===== config.mk =====
export PLATFORM = sky130hd
export DESIGN_NAME = link_speed_retrain_seq
export DESIGN_NICKNAME = d
export VERILOG_FILES = /design/src/rtl/lsr_pkg.sv /design/src/rtl/lsr_poll_timer.sv /design/src/rtl/lsr_status_fields.sv /design/src/rtl/lsr_req_gen.sv /design/src/rtl/link_speed_retrain_seq.sv
export SDC_FILE = /design/constraint.sdc
export NUM_CORES = 1
export LEC_CHECK = 0
export BUFFER_PORTS_ARGS = -buffer_cell sky130_fd_sc_hd__buf_4
export CAP_MARGIN = 20
export CELL_PAD_IN_SITES_DETAIL_PLACEMENT = 1
export CELL_PAD_IN_SITES_GLOBAL_PLACEMENT = 1
export CORE_AREA = 2 2 113 115
export CTS_CLUSTER_DIAMETER = 150
export DETAILED_ROUTE_END_ITERATION = 6
export DIE_AREA = 0 0 115 117
export GPL_TIMING_DRIVEN = 1
export PLACE_DENSITY = 0.75
export SYNTH_ARGS = -nofsm -noshare
export SYNTH_HDL_FRONTEND = slang
export SYNTH_SLANG_ARGS = --single-unit

===== constraint.sdc =====
create_clock -name clk -period 3.15 [get_ports clk]
set_input_delay 0.63 -clock clk [delete_from_list [all_inputs] [get_ports clk]]
set_output_delay 0.63 -clock clk [all_outputs]
set_load 0.05 [all_outputs]

===== src/rtl/lsr_pkg.sv =====
// Package: shared encodings for the link speed retrain sequencer.
// Assumes the capability base is dword aligned, so control and status
// share one dword at offset 0x10.
package lsr_pkg;
    localparam int OFS_LCTL   = 'h10;   // control (lanes 0-1) and status (lanes 2-3)
    localparam int OFS_LCTL2  = 'h30;   // holds the target speed field
    localparam int RETRAIN_BIT = 5;
    localparam int TRAIN_BIT   = 11;
    localparam logic [3:0] BE_LO   = 4'b0011;
    localparam logic [3:0] BE_HI   = 4'b1100;
    localparam logic [3:0] BE_FULL = 4'b1111;

    typedef enum logic [2:0] {
        ST_IDLE,
        ST_RD_TGT,
        ST_WR_TGT,
        ST_POLL_PRE,
        ST_RD_CTL,
        ST_WR_CTL,
        ST_POLL_POST
    } seq_state_t;
endpackage


===== src/rtl/lsr_poll_timer.sv =====
// Poll timer: counts cycles while enabled and saturates at the limit.
// Assumes clr is held whenever no polling phase is active.
module lsr_poll_timer #(
    parameter int TMO_W = 16
) (
    input  logic             clk,
    input  logic             rst_n,
    input  logic             clr,
    input  logic             en,
    input  logic [TMO_W-1:0] limit,
    output logic             expired
);
    logic [TMO_W-1:0] cnt;

    // Count phase cycles and stop at the limit.
    always_ff @(posedge clk) begin
        if (!rst_n || clr)
            cnt <= '0;
        else if (en && (cnt < limit))
            cnt <= cnt + 1'b1;
    end

    assign expired = (cnt >= limit);
endmodule


===== src/rtl/lsr_status_fields.sv =====
// Status field splitter: extracts speed, width and the training flag
// from the 16-bit link status word. Purely combinational.
module lsr_status_fields (
    input  logic       train_bit,
    input  logic [9:0] low_fields,
    output logic [3:0] speed,
    output logic [5:0] width,
    output logic       training
);
    // Field split of the status word.
    always_comb begin
        speed    = low_fields[3:0];
        width    = low_fields[9:4];
        training = train_bit;
    end
endmodule


===== src/rtl/lsr_req_gen.sv =====
// Request generator: maps the sequencer state onto address, direction,
// byte enables and write data of the configuration access port.
// Assumes base is dword aligned.
module lsr_req_gen
    import lsr_pkg::*;
#(
    parameter int ADDR_W = 12
) (
    input  seq_state_t        state,
    input  logic [ADDR_W-1:0] base,
    input  logic [3:0]        tgt,
    input  logic [31:4]       tgt_reg_hi,
    input  logic [15:0]       ctl_val,
    output logic              req,
    output logic              we,
    output logic [ADDR_W-1:0] addr,
    output logic [3:0]        be,
    output logic [31:0]       wdata
);
    localparam logic [ADDR_W-1:0] A_CTL  = ADDR_W'(OFS_LCTL);
    localparam logic [ADDR_W-1:0] A_CTL2 = ADDR_W'(OFS_LCTL2);
    localparam logic [15:0] RETRAIN_MASK = 16'(1) << RETRAIN_BIT;

    // Decode the access fields for the current state.
    always_comb begin
        req   = 1'b1;
        we    = 1'b0;
        addr  = base + A_CTL;
        be    = BE_HI;
        wdata = '0;
        unique case (state)
            ST_RD_TGT: begin
                addr = base + A_CTL2;
                be   = BE_FULL;
            end
            ST_WR_TGT: begin
                addr  = base + A_CTL2;
                be    = BE_FULL;
                we    = 1'b1;
                wdata = {tgt_reg_hi, tgt};
            end
            ST_RD_CTL: be = BE_LO;
            ST_WR_CTL: begin
                be    = BE_LO;
                we    = 1'b1;
                wdata = {16'h0000, ctl_val | RETRAIN_MASK};
            end
            ST_POLL_PRE, ST_POLL_POST: be = BE_HI;
            default: req = 1'b0;
        endcase
    end
endmodule


===== src/rtl/link_speed_retrain_seq.sv =====
// Link speed retrain sequencer (top). Writes the target speed, waits for
// idle training, sets the retrain request by read-modify-write, waits for
// training to end and reports the outcome.
// Assumes one-access-at-a-time config port with a single-cycle ack.
module link_speed_retrain_seq
    import lsr_pkg::*;
#(
    parameter int ADDR_W = 12,
    parameter int TMO_W  = 16
) (
    input  logic              clk,
    input  logic              rst_n,
    input  logic              start,
    input  logic [ADDR_W-1:0] cap_base,
    input  logic [3:0]        target_speed,
    input  logic [TMO_W-1:0]  poll_limit,
    output logic              cfg_req,
    output logic              cfg_we,
    output logic [ADDR_W-1:0] cfg_addr,
    output logic [3:0]        cfg_be,
    output logic [31:0]       cfg_wdata,
    input  logic              cfg_ack,
    input  logic [31:0]       cfg_rdata,
    output logic              done,
    output logic              success,
    output logic [3:0]        cur_speed,
    output logic [5:0]        link_width
);
    seq_state_t        state;
    logic [ADDR_W-1:0] base_q;
    logic [3:0]        tgt_q;
    logic [31:4]       tgt_reg_hi;
    logic [15:0]       ctl_q;
    logic [3:0]        st_speed;
    logic [5:0]        st_width;
    logic              st_training;
    logic              polling;
    logic              expired;

    assign polling = (state == ST_POLL_PRE) || (state == ST_POLL_POST);

    lsr_status_fields u_fields (
        .train_bit  (cfg_rdata[16 + TRAIN_BIT]),
        .low_fields (cfg_rdata[25:16]),
        .speed      (st_speed),
        .width      (st_width),
        .training   (st_training)
    );

    lsr_poll_timer #(.TMO_W(TMO_W)) u_timer (
        .clk     (clk),
        .rst_n   (rst_n),
        .clr     (!polling),
        .en      (polling),
        .limit   (poll_limit),
        .expired (expired)
    );

    lsr_req_gen #(.ADDR_W(ADDR_W)) u_req (
        .state      (state),
        .base       (base_q),
        .tgt        (tgt_q),
        .tgt_reg_hi (tgt_reg_hi),
        .ctl_val    (ctl_q),
        .req        (cfg_req),
        .we         (cfg_we),
        .addr       (cfg_addr),
        .be         (cfg_be),
        .wdata      (cfg_wdata)
    );

    // Sequencer: step through the retrain order, one access per state.
    always_ff @(posedge clk) begin
        if (!rst_n) begin
            state      <= ST_IDLE;
            base_q     <= '0;
            tgt_q      <= '0;
            tgt_reg_hi <= '0;
            ctl_q      <= '0;
            done       <= 1'b0;
            success    <= 1'b0;
            cur_speed  <= '0;
            link_width <= '0;
        end else begin
            done <= 1'b0;
            unique case (state)
                ST_IDLE: if (start) begin
                    base_q  <= cap_base;
                    tgt_q   <= target_speed;
                    success <= 1'b0;
                    state   <= ST_RD_TGT;
                end
                ST_RD_TGT: if (cfg_ack) begin
                    tgt_reg_hi <= cfg_rdata[31:4];
                    state      <= ST_WR_TGT;
                end
                ST_WR_TGT: if (cfg_ack) state <= ST_POLL_PRE;
                ST_POLL_PRE: if (cfg_ack) begin
                    cur_speed  <= st_speed;
                    link_width <= st_width;
                    if (!st_training) begin
                        state <= ST_RD_CTL;
                    end else if (expired) begin
                        done  <= 1'b1;
                        state <= ST_IDLE;
                    end
                end
                ST_RD_CTL: if (cfg_ack) begin
                    ctl_q <= cfg_rdata[15:0];
                    state <= ST_WR_CTL;
                end
                ST_WR_CTL: if (cfg_ack) state <= ST_POLL_POST;
                ST_POLL_POST: if (cfg_ack) begin
                    cur_speed  <= st_speed;
                    link_width <= st_width;
                    if (!st_training) begin
                        success <= (st_speed == tgt_q);
                        done    <= 1'b1;
                        state   <= ST_IDLE;
                    end else if (expired) begin
                        done  <= 1'b1;
                        state <= ST_IDLE;
                    end
                end
                default: state <= ST_IDLE;
            endcase
        end
    end
endmodule


==> impl_results.md <==
- Outcome: finished clean
- Max clock buf depth: 2
- Startpoint Class: register
- Leakage: 0.00242 uW
- Critical Path AT: 2.12 ns
- DRT antenna net count: 0
- Power Dens Cells: 467 nW/um^2
- Top_reg_cell synth: dfxtp_1
- Worst skew pair latency: 0.34 ns
- Reg area: 1800 um^2
- Die width: 115 um
- Hold path depth: 2
- Setup TNS: 0 ns
- Final setup vio count: 0
- Post-Route WL: 13.3 mm
- Crit Path Category: register to output pin
- Placement Cell Area: 5500 um^2
- Hold Path Class: register to register
- Final HPWL from detailed placement: 9.68 mm
- Syn Nets: 655
- Core area: 12,300 um^2
- Fin crit share: 87.4%
- Tmin final: 2.75 ns
- DR pass1 iterations: 4
- DRC: 0
- I/O Buffers: 129
- Sequential-to-total area share from yosys stat: 40.9%
- Starting Density: 35.8%
- Overflow after GRT: 0
- Global-route wire length before repair: 21.4 mm
- Share of post-route cells with drive strength above 1: 23.9%
- Wirelength per Cell: 15.9 um
- Syn-to-layout area delta: 31.1%
- Max VDD drop: 0.000274 V
- Vias/cell: 5.23
- Worst-margin pin slew: 0.684 ns
- Nets: 769
- Worst r2r path cells: 7
- IO Pins: 130
- Filler Cell Count: 1,532
- RSZ-0062 raised after global routing: false
- Post-Syn Area: 4410 um^2
- Slew headroom: 54.2%
- Yosys top cell area share: 40.9%
- CTS tree: yes
- Ys async rst share: 0%
- Number of synthesized register bits: 90
- Number of setup buffers added after CTS: 0
- Slew Viols, Final: 0
- Number of diodes: 0
- Final Hold Viols: 0
- Biggest area consumer among synthesized cells: dfxtp_1
- Final instance area: 5780 um^2
- Largest net degree at the start of global routing: 60
- Clock sinks: 90
- Worst EP required: 2.52 ns
- Fmax achieved: 0.363 GHz
- Cts bufs inserted: 9
- Number of enable flip-flop cells after synthesis: 0
- Hold buffers post-CTS: 0
- Gr usage total: 20.0%
- Via Count: 4,372
- Root Driver: clkbuf_16
- H-tree levels: 3
- Starting DRT DRC Count: 210
- Cells after Synth: 568
- Crit. End Element: output pin
- RD Place Congestion: 0.742
- Row count: 41
- Synth warn: 0
- Footprint of the multi-input gates: 2370 um^2
- Max-cap violations: 0
- Clock skew: 0.00505 ns
- Clk pin slew, worst setup/hold paths: 0.06 ns
- Area contributors post-synth: dfxtp_1 (41%), nand2_1 (12%), a21oi_1 (10%)
- Vias in the first global route: 4,405
- Initial antenna violation count: 0
- Highest net fanout along the worst path: 2
- Die area: 13,500 um^2
- Post-synth cell types: 49
- Syn avg cell area: 7.76 um^2
- Die Ht: 117 um
- Post_cts resized: 0
## placed cells by master (no fill, tap or decap), types with 2 or more instances in the layout
master and instances:
a21o_1 2, a21oi_1 89, a22o_1 15, and2_1 16, and3_1 4, buf_4 138
clkbuf_16 9, clkinv_2 2, dfxtp_1 90, ha_1 18, inv_1 20, mux2i_1 5
nand2_1 142, nand3_1 23, nand3b_1 2, nand4_1 3, nand4_2 2, nor2_1 21
nor2b_1 3, nor3_1 4, nor3b_2 2, nor4_1 5, o211ai_1 2, o21a_1 2
o21ai_0 15, o31ai_1 5, or3_1 8, or4_1 5, xnor2_1 7, xor2_1 5
## registers in the layout, summed over array words and instances (netlist names)
| name | cells |
|---|---|
| base_q | 12 |
| ctl_q | 15 |
| cur_speed | 4 |
| done | 1 |
| link_width | 6 |
| state | 3 |
| success | 1 |
| tgt_q | 4 |
| tgt_reg_hi | 28 |
| u_timer.cnt | 16 |
## cell usage after synthesis, types with 3 or more instances
| master | count |
|---|---|
| nor2_1 | 21 |
| o21ai_0 | 15 |
| or3_1 | 8 |
| o31ai_1 | 5 |
| inv_1 | 20 |
| and3_1 | 4 |
| nor3_1 | 4 |
| buf_2 | 4 |
| a21oi_1 | 89 |
| nor4_1 | 5 |
| and2_1 | 16 |
| clkbuf_1 | 22 |
| dfxtp_1 | 90 |
| xor2_1 | 5 |
| nand4_1 | 3 |
| or4_1 | 5 |
| nand3_1 | 23 |
| buf_1 | 3 |
| a22o_1 | 15 |
| nor2b_1 | 3 |
| buf_4 | 6 |
| xnor2_1 | 8 |
| nand2_1 | 142 |
| mux2i_1 | 5 |
| ha_1 | 18 |
## through the flow
step	power (uW)	hold WS [ns]	instances	utilization (%)	setup WS [ns]
floorplan	1500	0.432	568	-	0.0778
global placement	1660	0.437	821	44.6	0.455
detailed placement	1680	0.444	821	44.6	0.308
CTS	2730	0.454	836	47.0	0.350
global route	2820	0.474	836	47.0	0.238
finish	2700	0.450	836	47.0	0.395
## worst max-delay path, stage by stage, from the launching register on
cell and delay (ns):
dfxtp_1 0.32, xnor2_1 0.13, nor2_1 0.18, ha_1 0.27, a21o_1 0.19, and4_1 0.22, nand3_1 0.13, xnor2_2 0.12
buf_4 0.21
## final timing paths
| kind | from | endpoint | slack (ns) |
|---|---|---|---|
| hold / removal | tgt_reg_hi[28]$_SDFFE_PN0P_ | tgt_reg_hi[28]$_SDFFE_PN0P_ | 0.45 |
| setup / recovery | state[0]$_SDFFE_PN0P_ | cfg_addr[11] | 0.40 |
| hold reg to reg | tgt_reg_hi[28]$_SDFFE_PN0P_ | tgt_reg_hi[28]$_SDFFE_PN0P_ | 0.45 |
| setup reg to reg | u_timer.cnt[11]$_SDFFE_PN0P_ | u_timer.cnt[15]$_SDFFE_PN0P_ | 0.71 |
## cell families after synthesis
kind of cell    synth area share (%)
compound gates                  18.2
buf+inv                         5.73
simple gates                    26.0
fa+ha+maj                       5.56
flops                           40.9
mux                             1.14
xor+xnor                        2.58
## layout make-up
class / instances / share of cell area [%]
multi-input cells: 420 / 41.0
clock inverters: 5 / 0.974
inverters: 22 / 1.43
repair buffers: 139 / 18.3
well taps: 150 / 3.25
flip-flops and latches: 90 / 31.2
clock buffers: 10 / 3.96
## report_power, final
group	internal (uW)	total (uW)	leakage, uW	switching, uW
clock network	609	1050	0.000138	440
registers	1180	1200	0.000730	26.2
logic	164	449	0.00155	285
## layer usage
metal	vias to the layer above	global-route usage, %	share of wire [%]
met2	108	34.2	48
met3	16	3.19	5.1
met5	-	0	0
met1	2091	25.5	45
li1	2157	-	-
met4	0	7.15	1.7
Note: power is estimated with default switching activity, not from simulation.
